===== src/rtl/pea_pkg.sv =====
package pea_pkg;
   localparam int unsigned ADDR_W   = 32;
   localparam int unsigned FIELD_HI = 27;
   localparam int unsigned FIELD_LO = 2;
   localparam int unsigned IDX_W    = 2;

   typedef enum logic [IDX_W-1:0] {
      REG_BASE   = 2'd0,
      REG_MASK   = 2'd1,
      REG_ENABLE = 2'd2,
      REG_RELOAD = 2'd3
   } pea_reg_e;

   localparam int unsigned EVT_DISP = 0;
   localparam int unsigned EVT_WIN  = 1;

   function automatic logic [ADDR_W-1:0] field_bits(input int unsigned hi, input int unsigned lo);
      logic [ADDR_W-1:0] m;
      for (int i = 0; i < int'(ADDR_W); i++) m[i] = (i >= int'(lo)) && (i <= int'(hi));
      return m;
   endfunction
endpackage


===== src/rtl/pea_regs.sv =====
module pea_regs
   import pea_pkg::*;
#(
   parameter int unsigned INTV_W = 16
) (
   input  logic              clk,
   input  logic              rst_n,
   input  logic              cfg_wr,
   input  logic [IDX_W-1:0]  cfg_idx,
   input  logic [ADDR_W-1:0] cfg_wdata,
   output logic [ADDR_W-1:0] cfg_rdata,
   output logic [ADDR_W-1:0] win_base,
   output logic [ADDR_W-1:0] win_care,
   output logic              win_rd_en,
   output logic              win_wr_en,
   output logic              disp_en,
   output logic [INTV_W-1:0] reload
);
   localparam logic [ADDR_W-1:0] FIELD_M = field_bits(FIELD_HI, FIELD_LO);
   localparam logic [ADDR_W-1:0] MASK_M  = FIELD_M | ADDR_W'(3);

   generate
      if (INTV_W < 1 || INTV_W > ADDR_W) begin : g_bad_intv
         $error("pea_regs: INTV_W out of range");
      end
   endgenerate

   logic [ADDR_W-1:0] base_q;
   logic [ADDR_W-1:0] mask_q;
   logic              en_q;
   logic [INTV_W-1:0] reload_q;

   always_ff @(posedge clk or negedge rst_n) begin
      if (!rst_n) begin
         base_q   <= '0;
         mask_q   <= '0;
         en_q     <= 1'b0;
         reload_q <= '0;
      end else if (cfg_wr) begin
         unique case (pea_reg_e'(cfg_idx))
            REG_BASE:   base_q   <= cfg_wdata & FIELD_M;
            REG_MASK:   mask_q   <= cfg_wdata & MASK_M;
            REG_ENABLE: en_q     <= cfg_wdata[0];
            REG_RELOAD: reload_q <= cfg_wdata[INTV_W-1:0];
            default: ;
         endcase
      end
   end

   always_comb begin
      unique case (pea_reg_e'(cfg_idx))
         REG_BASE:   cfg_rdata = base_q;
         REG_MASK:   cfg_rdata = mask_q;
         REG_ENABLE: cfg_rdata = ADDR_W'(en_q);
         REG_RELOAD: cfg_rdata = ADDR_W'(reload_q);
         default:    cfg_rdata = '0;
      endcase
   end

   // positions that must compare: inside the field and not masked away
   assign win_base  = base_q;
   assign win_care  = FIELD_M & ~mask_q;
   assign win_wr_en = mask_q[1];
   assign win_rd_en = mask_q[0];
   assign disp_en   = en_q;
   assign reload    = reload_q;
endmodule


===== src/rtl/pea_capture.sv =====
module pea_capture
   import pea_pkg::*;
#(
   parameter int unsigned PKT_W = 8
) (
   input  logic              clk,
   input  logic              rst_n,
   input  logic [ADDR_W-1:0] bus_addr,
   input  logic              bus_rd,
   input  logic              bus_wr,
   input  logic              bus_disp_hit,
   input  logic [ADDR_W-1:0] win_base,
   input  logic [ADDR_W-1:0] win_care,
   input  logic              win_rd_en,
   input  logic              win_wr_en,
   input  logic              disp_en,
   input  logic              tx_done,
   input  logic [PKT_W-1:0]  tx_sent,
   output logic [PKT_W-1:0]  pkt
);
   generate
      if (PKT_W < 2) begin : g_bad_pkt
         $error("pea_capture: PKT_W must hold both event bits");
      end
   endgenerate

   logic             addr_hit;
   logic             cyc_ok;
   logic [PKT_W-1:0] evt;
   logic [PKT_W-1:0] pkt_q;

   assign addr_hit = ((bus_addr ^ win_base) & win_care) == '0;
   assign cyc_ok   = (bus_rd & win_rd_en) | (bus_wr & win_wr_en);

   always_comb begin
      evt           = '0;
      evt[EVT_WIN]  = addr_hit & cyc_ok;
      evt[EVT_DISP] = bus_disp_hit & disp_en;
   end

   // one sticky bit per packet position; sent bits drop at completion,
   // a same-cycle event wins over the clear
   for (genvar b = 0; b < int'(PKT_W); b++) begin : g_bit
      always_ff @(posedge clk or negedge rst_n) begin
         if (!rst_n)
            pkt_q[b] <= 1'b0;
         else
            pkt_q[b] <= evt[b] | (pkt_q[b] & ~(tx_done & tx_sent[b]));
      end
   end

   assign pkt = pkt_q;
endmodule


===== src/rtl/pea_interval.sv =====
module pea_interval #(
   parameter int unsigned INTV_W = 16
) (
   input  logic              clk,
   input  logic              rst_n,
   input  logic              restart,
   input  logic [INTV_W-1:0] reload,
   output logic              elapsed
);
   logic [INTV_W-1:0] cnt_q;

   always_ff @(posedge clk or negedge rst_n) begin
      if (!rst_n)
         cnt_q <= '0;
      else if (restart)
         cnt_q <= reload;
      else if (cnt_q != '0)
         cnt_q <= cnt_q - 1'b1;
   end

   assign elapsed = (cnt_q == '0);
endmodule


===== src/rtl/pea_serializer.sv =====
module pea_serializer #(
   parameter int unsigned PKT_W = 8
) (
   input  logic             clk,
   input  logic             rst_n,
   input  logic             start,
   input  logic [PKT_W-1:0] data,
   output logic             busy,
   output logic             done,
   output logic [PKT_W-1:0] sent,
   output logic             ser_clk,
   output logic             ser_dat
);
   localparam int unsigned STEPS = 2 * PKT_W;
   localparam int unsigned CNT_W = $clog2(STEPS);
   localparam logic [CNT_W-1:0] LAST = CNT_W'(STEPS - 1);

   logic             busy_q;
   logic [CNT_W-1:0] step_q;
   logic [PKT_W-1:0] shift_q;
   logic [PKT_W-1:0] snap_q;

   assign done = busy_q && (step_q == LAST);

   always_ff @(posedge clk or negedge rst_n) begin
      if (!rst_n) begin
         busy_q  <= 1'b0;
         step_q  <= '0;
         shift_q <= '0;
         snap_q  <= '0;
      end else if (!busy_q) begin
         if (start) begin
            busy_q  <= 1'b1;
            step_q  <= '0;
            shift_q <= data;
            snap_q  <= data;
         end
      end else begin
         step_q <= step_q + 1'b1;
         if (step_q[0]) shift_q <= {shift_q[PKT_W-2:0], 1'b0};
         if (done) busy_q <= 1'b0;
      end
   end

   assign busy    = busy_q;
   assign sent    = snap_q;
   assign ser_clk = busy_q & step_q[0];
   assign ser_dat = busy_q & shift_q[PKT_W-1];
endmodule


===== src/rtl/pwr_evt_pkt_acc.sv =====
module pwr_evt_pkt_acc
   import pea_pkg::*;
#(
   parameter int unsigned PKT_W  = 8,
   parameter int unsigned INTV_W = 16
) (
   input  logic        clk,
   input  logic        rst_n,
   input  logic        cfg_wr,
   input  logic [1:0]  cfg_idx,
   input  logic [31:0] cfg_wdata,
   output logic [31:0] cfg_rdata,
   input  logic [31:0] bus_addr,
   input  logic        bus_rd,
   input  logic        bus_wr,
   input  logic        bus_disp_hit,
   output logic        ser_clk,
   output logic        ser_dat,
   output logic        ser_busy
);
   logic [ADDR_W-1:0] win_base, win_care;
   logic              win_rd_en, win_wr_en, disp_en;
   logic [INTV_W-1:0] reload;
   logic [PKT_W-1:0]  pkt, sent;
   logic              tx_done, elapsed, start;

   pea_regs #(.INTV_W(INTV_W)) regs_i (
      .clk(clk), .rst_n(rst_n), .cfg_wr(cfg_wr), .cfg_idx(cfg_idx),
      .cfg_wdata(cfg_wdata), .cfg_rdata(cfg_rdata),
      .win_base(win_base), .win_care(win_care),
      .win_rd_en(win_rd_en), .win_wr_en(win_wr_en),
      .disp_en(disp_en), .reload(reload)
   );

   pea_capture #(.PKT_W(PKT_W)) cap_i (
      .clk(clk), .rst_n(rst_n), .bus_addr(bus_addr), .bus_rd(bus_rd),
      .bus_wr(bus_wr), .bus_disp_hit(bus_disp_hit),
      .win_base(win_base), .win_care(win_care),
      .win_rd_en(win_rd_en), .win_wr_en(win_wr_en), .disp_en(disp_en),
      .tx_done(tx_done), .tx_sent(sent), .pkt(pkt)
   );

   pea_interval #(.INTV_W(INTV_W)) tmr_i (
      .clk(clk), .rst_n(rst_n), .restart(tx_done), .reload(reload),
      .elapsed(elapsed)
   );

   assign start = !ser_busy && elapsed && (pkt != '0);

   pea_serializer #(.PKT_W(PKT_W)) ser_i (
      .clk(clk), .rst_n(rst_n), .start(start), .data(pkt),
      .busy(ser_busy), .done(tx_done), .sent(sent),
      .ser_clk(ser_clk), .ser_dat(ser_dat)
   );
endmodule


===== config.mk =====
export PLATFORM = sky130hd
export DESIGN_NAME = pwr_evt_pkt_acc
export DESIGN_NICKNAME = d
export VERILOG_FILES = /design/src/rtl/pea_pkg.sv /design/src/rtl/pea_regs.sv /design/src/rtl/pea_capture.sv /design/src/rtl/pea_interval.sv /design/src/rtl/pea_serializer.sv /design/src/rtl/pwr_evt_pkt_acc.sv
export SDC_FILE = /design/constraint.sdc
export NUM_CORES = 1
export LEC_CHECK = 0
export BUFFER_PORTS_ARGS = -buffer_cell sky130_fd_sc_hd__buf_2
export CAP_MARGIN = 20
export CORE_ASPECT_RATIO = 1.75
export CORE_UTILIZATION = 45
export DETAILED_ROUTE_END_ITERATION = 10
export PLACE_DENSITY = 0.69
export SLEW_MARGIN = 20
export SYNTH_ARGS = -nofsm -noshare
export SYNTH_HDL_FRONTEND = slang
export SYNTH_SLANG_ARGS = --single-unit

===== constraint.sdc =====
create_clock -name clk -period 2 [get_ports clk]
set_input_delay 0.3 -clock clk [delete_from_list [all_inputs] [get_ports clk]]
set_output_delay 0.3 -clock clk [all_outputs]
set_load 0.01 [all_outputs]

# Word level (Yosys, flattened, before mapping)
# Cells that the tools add are included.
dict set report totals {
  register_bits 116
  latchBits 0
  mem_bits_rw 0
  mem_bits_ro 0
  inputBits 72
  out_inout_bits 35
  elab_cells 89
  mem_count 0
}
dict set report op_classes {
  add_sub_neg 2
  mul 0
  div 0
  n_lt_le_gt_ge 0
  n_eq_ne 5
  shifts 0
  mux 11
  bitwise 37
  reduce_logical 17
}
# operator n
set op_table {}
lappend op_table {{$pmux 32 s4} 1}
lappend op_table {{$and 32x28->32} 1}
lappend op_table {{$logic_not 32->1} 1}
lappend op_table {{$mux 16} 2}
lappend op_table {{$xor 32x28->32} 1}
lappend op_table {{$not 28->28} 1}
lappend op_table {{$mux 8} 3}
lappend op_table {{$and 1x1->1} 22}
lappend op_table {{$logic_not 16->1} 1}
lappend op_table {{$reduce_bool 16->1} 1}
lappend op_table {{$sub 16x1->16 const B} 1}
lappend op_table {{$reduce_and 2->1} 6}
lappend op_table {{$not 1->1} 9}
lappend op_table {{$mux 4} 2}
lappend op_table {{$reduce_bool 8->1} 1}
lappend op_table {{$add 4x1->4 const B} 1}
lappend op_table {{$eq 2x2->1 const B} 2}
lappend op_table {{$eq 4x4->1 const B} 1}
lappend op_table {{$reduce_bool 2->1} 2}
lappend op_table {{$logic_and 1x1->1} 3}
lappend op_table {{$mux 1} 3}
lappend op_table {{$or 1x1->1} 3}
lappend op_table {{$eq 2x1->1 const B} 1}
lappend op_table {{$logic_not 2->1} 1}
lappend op_table {{other kinds (2)} 2}

# Longest topological paths before layout
dict set report logic_depth {
  ltp_word 6
  mapped_depth 7
  ltp_nobuf 7
}

# Modules after synthesis
# A second synthesis with hierarchy kept.
dict set report unflattened {
  cells_unflattened 523
  area_unflattened_um2 6184.7
}
# module n_inst cells_each area_each_um2 seq_area_each_um2
set by_module_without_submodules {}
lappend by_module_without_submodules {pea_regs 1 263 3425.8 1776.7}
lappend by_module_without_submodules {pea_interval 1 104 1006.0 400.4}
lappend by_module_without_submodules {pea_serializer 1 81 996.0 525.5}
lappend by_module_without_submodules {pea_capture 1 71 720.7 200.2}
lappend by_module_without_submodules {pwr_evt_pkt_acc 1 4 36.3 0.0}

# Worst setup path after synthesis
# OpenSTA, ideal clock, no wires.
dict set report synth_timing {
  path_kind {reg2reg}
  from {reg tmr_i.cnt_q[0]}
  to {reg ser_i.snap_q[0], in the netlist ser_i.sent[0]}
  setup_time_ns 0.125
  arrival_ns 1.991
  t_required_ns 1.875
  slack_ns -0.115
  stages_incl_launch_ff 8
  path_buffers 1
  synth_period_minus_slack_ns 2.115
  cell_sequence {dfrtp_1 -> inv_1 -> ha_1 -> nor3b_1 -> nand2_1 -> nor4_4 -> buf_6 -> mux2_2}
}
dict set report synth_via {
  elab_chain_len 4
}
# element line_no
set synth_lines {}
lappend synth_lines {{from (decl)} pea_interval.sv:10} ;# logic [INTV_W-1:0] cnt_q;
lappend synth_lines {{from (signal assigned)} pea_interval.sv:16} ;# cnt_q <= reload;
lappend synth_lines {{from (signal assigned)} pea_interval.sv:18} ;# cnt_q <= cnt_q - 1'b1;
lappend synth_lines {{$logic_not 16->1} pea_interval.sv:21} ;# assign elapsed = (cnt_q == '0);
lappend synth_lines {{$logic_and 1x1->1 (2 in a row)} pwr_evt_pkt_acc.sv:48} ;# assign start = !ser_busy && elapsed && (pkt != '0);
lappend synth_lines {{$reduce_and 2->1 (no line)} -}
lappend synth_lines {{to (signal assigned)} pea_serializer.sv:36} ;# snap_q <= data;
lappend synth_lines {{to (decl)} pea_serializer.sv:21} ;# logic [PKT_W-1:0] snap_q;
# No other way between the ends.
# A chain may end at the register's enable or synchronous reset.

# Worst setup path after layout
dict set report layout_timing {
  from {reg tmr_i.cnt_q[0]}
  to {reg ser_i.snap_q[7], in the netlist ser_i.sent[7]}
}
# The elaborated chain is that of the path after synthesis.

==> run metrics <==
status=finished, violations left; failing checks=setup timing; CTS tree=built; most frequent CP cell=buf_6; Die H=151 um; syn_area_per_cell=12.2 um^2; Die ar.=13,200 um^2; Worst Skew=approximately 0.0097 ns; Area Overhead vs Synth=31.0%; crit path from=tmr_i.cnt_q[0]; reg-to-reg slack, setup=-0.0003 ns; #FFs+latches synth=116; mapped cell area=5710 um^2; PwrDens=approximately 1100 nW/um^2; Initial Util=about 46%; Reg2Reg Capture Point=ser_i.sent[7]; DR iter-0 viols=approximately 160; Max Slew Vio Count=0; Clock transition at path regs=0.05 ns; Tmin final=2.00 ns; Buf/Inv on CP=3; hold path endpoint=cap_i.pkt[0]; CP peak stage delay=about 0.39 ns; final setup fails=1; H-tree depth=4; core area=12,400 um^2; fin util=60.2%; vias=4,172; post-DP HPWL=9750 um; endpoint type of the worst setup path=flip-flop; CTS root buf=clkbuf_16; CP max FO=5; reg2reg start=tmr_i.cnt_q[0]; synthesized instance count=466; vias in the first global route=4,428; Worst Path Required=2.29 ns; most common cell after layout, fill and taps aside=dfrtp_1; vias per cell=5.31; hold crit path type=primary input to flip-flop; Yosys top cell area share=~51%; GPL Wtd Cong=roughly 0.92; Top delay family on crit path=simple AND/OR/NAND/NOR gates; Startpoint Class=flip-flop; dominant synthesized flop cell=dfrtp_1; dpl ws=-0.0671 ns; Final Hold Viols=0; number of synthesized flops with an enable pin=0; pin count of the biggest net entering global routing=47; final net count=around 680; Slowest-stage cell, CP=dfrtp_1; most frequent cells in the layout=116 x dfrtp_1, 96 x mux2_2, 91 x buf_2; Max-Cap Viols=0; register area share after synthesis=50.9%; TritonCTS Buffers=17; initial antenna violation count=0; Arr. time, crit path=2.29 ns; part of the cycle the worst path needs=100%; hold depth=2; worst skew pair latency=0.41 ns; dominant cell type by area after synthesis=dfrtp_1; VDD IR max=0.735 mV; number of clock sinks=116; Total Wirelength=13,600 um; critical path cell sequence=inv_2 -> ha_4 -> nor3b_4 -> nand2_2 -> nor4_4 -> buf_6 -> buf_6 -> mux2_2; ANT cells=0; Die W=about 87 um; Max clock buf depth=2; number of cell rows=54; worst hold start=bus_disp_hit; io pins=approximately 110; gr ovfl total=0; synth top area cells=dfrtp_1 51%, mux2_2 21%, xnor2_1 5.4%, mux2i_1 2.8%, a22o_1 2.8%; DRC=0; Port Buffers=92; Max Freq=roughly 0.5 GHz; share of synthesized flip-flops with an asynchronous set or reset=100%; first-pass GRT wire length=about 22,000 um; FF-to-FF path depth=8; critical path class=flip-flop to flip-flop; Lkg Pwr=3.43 nW; Total GRT Usage=22.4%; Syn. warnings=0; filler instances=1,053; RSZ-0062 raised after global routing=true; Final WS setup=-0.000256 ns; first-pass detailed-route iteration total=4; post-route ant nets=0; share of layout cells above drive strength 1=47.7%; Pwr Total=~8.0 mW; Synth cell types=46; WL/cell=17.3 um
## how the worst max path moves through the flow
| stage | to | slack (ns) | cells after the start |
|---|---|---|---|
| 3_3_place_gp | ser_i.sent[1] | 0.004 | 7 |
| 3_5_place_dp | ser_i.sent[7] | -0.07 | 7 |
| 5_1_grt | ser_i.sent[7] | -0.07 | 8 |
| 6_report | ser_i.sent[7] | -0.0003 | 8 |
| 2_1_floorplan | ser_i.sent[0] | 0.02 | 7 |
| 4_1_cts | ser_i.sent[7] | 0.002 | 7 |
## cells in the mapped netlist (2+ instances only)
library cell / instances
nand3_1: 3
buf_4: 4
ha_1: 2
nor4_1: 7
a22o_1: 18
a21boi_0: 6
xor2_1: 3
and2_1: 3
mux2_2: 104
nand2_1: 26
nor3b_1: 2
mux2i_1: 16
dfrtp_1: 116
buf_1: 7
mux2_1: 3
a21oi_1: 5
a31o_2: 2
nor3_1: 3
nor2b_1: 2
xnor2_1: 35
nor2_1: 28
nand4_1: 3
o22ai_1: 12
or4_1: 3
o21ai_0: 13
buf_2: 4
o31ai_1: 6
inv_1: 3
clkbuf_1: 10
## cells by family after synthesis
| family | synth area share (%) |
|---|---|
| AO/OA/AOI/OAI | 8.07 |
| multiplexers | 23.9 |
| buffers and inverters | 2.39 |
| adder cells (fa/ha/maj) | 0.438 |
| XOR/XNOR | 5.83 |
| other | 0.0657 |
| AND/OR/NAND/NOR | 8.42 |
| flip-flops | 50.9 |
## cell type report
cell class	count	area, um^2	share of cell area, %
clock inverters	8	121	1.62
well taps	168	210	2.81
repair buffers	143	972	13.0
multi-input cells	324	2760	36.9
clock buffers	24	502	6.71
inverters	3	11.3	0.151
flip-flops and latches	116	2900	38.8
## power breakdown
| group | internal, mW | switching, mW | total (mW) | leakage (nW) |
|---|---|---|---|---|
| Clock | 2.12 | 1.02 | 3.14 | 0.306 |
| Sequential | 2.77 | 0.372 | 3.14 | 1.43 |
| Combinational | 0.977 | 0.778 | 1.75 | 1.70 |
| Total | 5.87 | 2.17 | 8.04 | 3.43 |
## metal layers
metal / track usage, % / vias up / part of all wire [%]
li1: - / 1949 / -
met1: 25.1 / 2107 / 38
met2: 40.2 / 95 / 55
met3: 5.34 / 21 / 4.0
met4: 9.43 / 0 / 2.4
met5: 0 / - / 0
## repair_timing
action	in CTS	in global routing
hold buffers	1	0
setup endpoints to repair	15	20
pin swaps	2	7
resized for setup	3	23
endpoints found under the hold margin	30	0
buffers inserted	1	6
## through the flow
step	instance area (um^2)	setup TNS (ns)	hold WS (ns)	std cells
detailed placement	6700	-0.493	0.289	747
CTS	7360	0	0.115	781
floorplan	5730	0	0.00441	469
global route	7480	-0.417	0.115	786
finish	7480	-0.000256	0.130	786
global placement	6700	0	0.274	747
## sequential cells by signal (all words and copies together), names as in the netlist
signal and cells:
cap_i.pkt 8, regs_i.disp_en 1, regs_i.mask_q 28, regs_i.reload 16, regs_i.win_base 26, ser_i.busy 1
ser_i.sent 8, ser_i.shift_q 8, ser_i.step_q 4, tmr_i.cnt_q 16
Power figures use the tool's default switching activity.
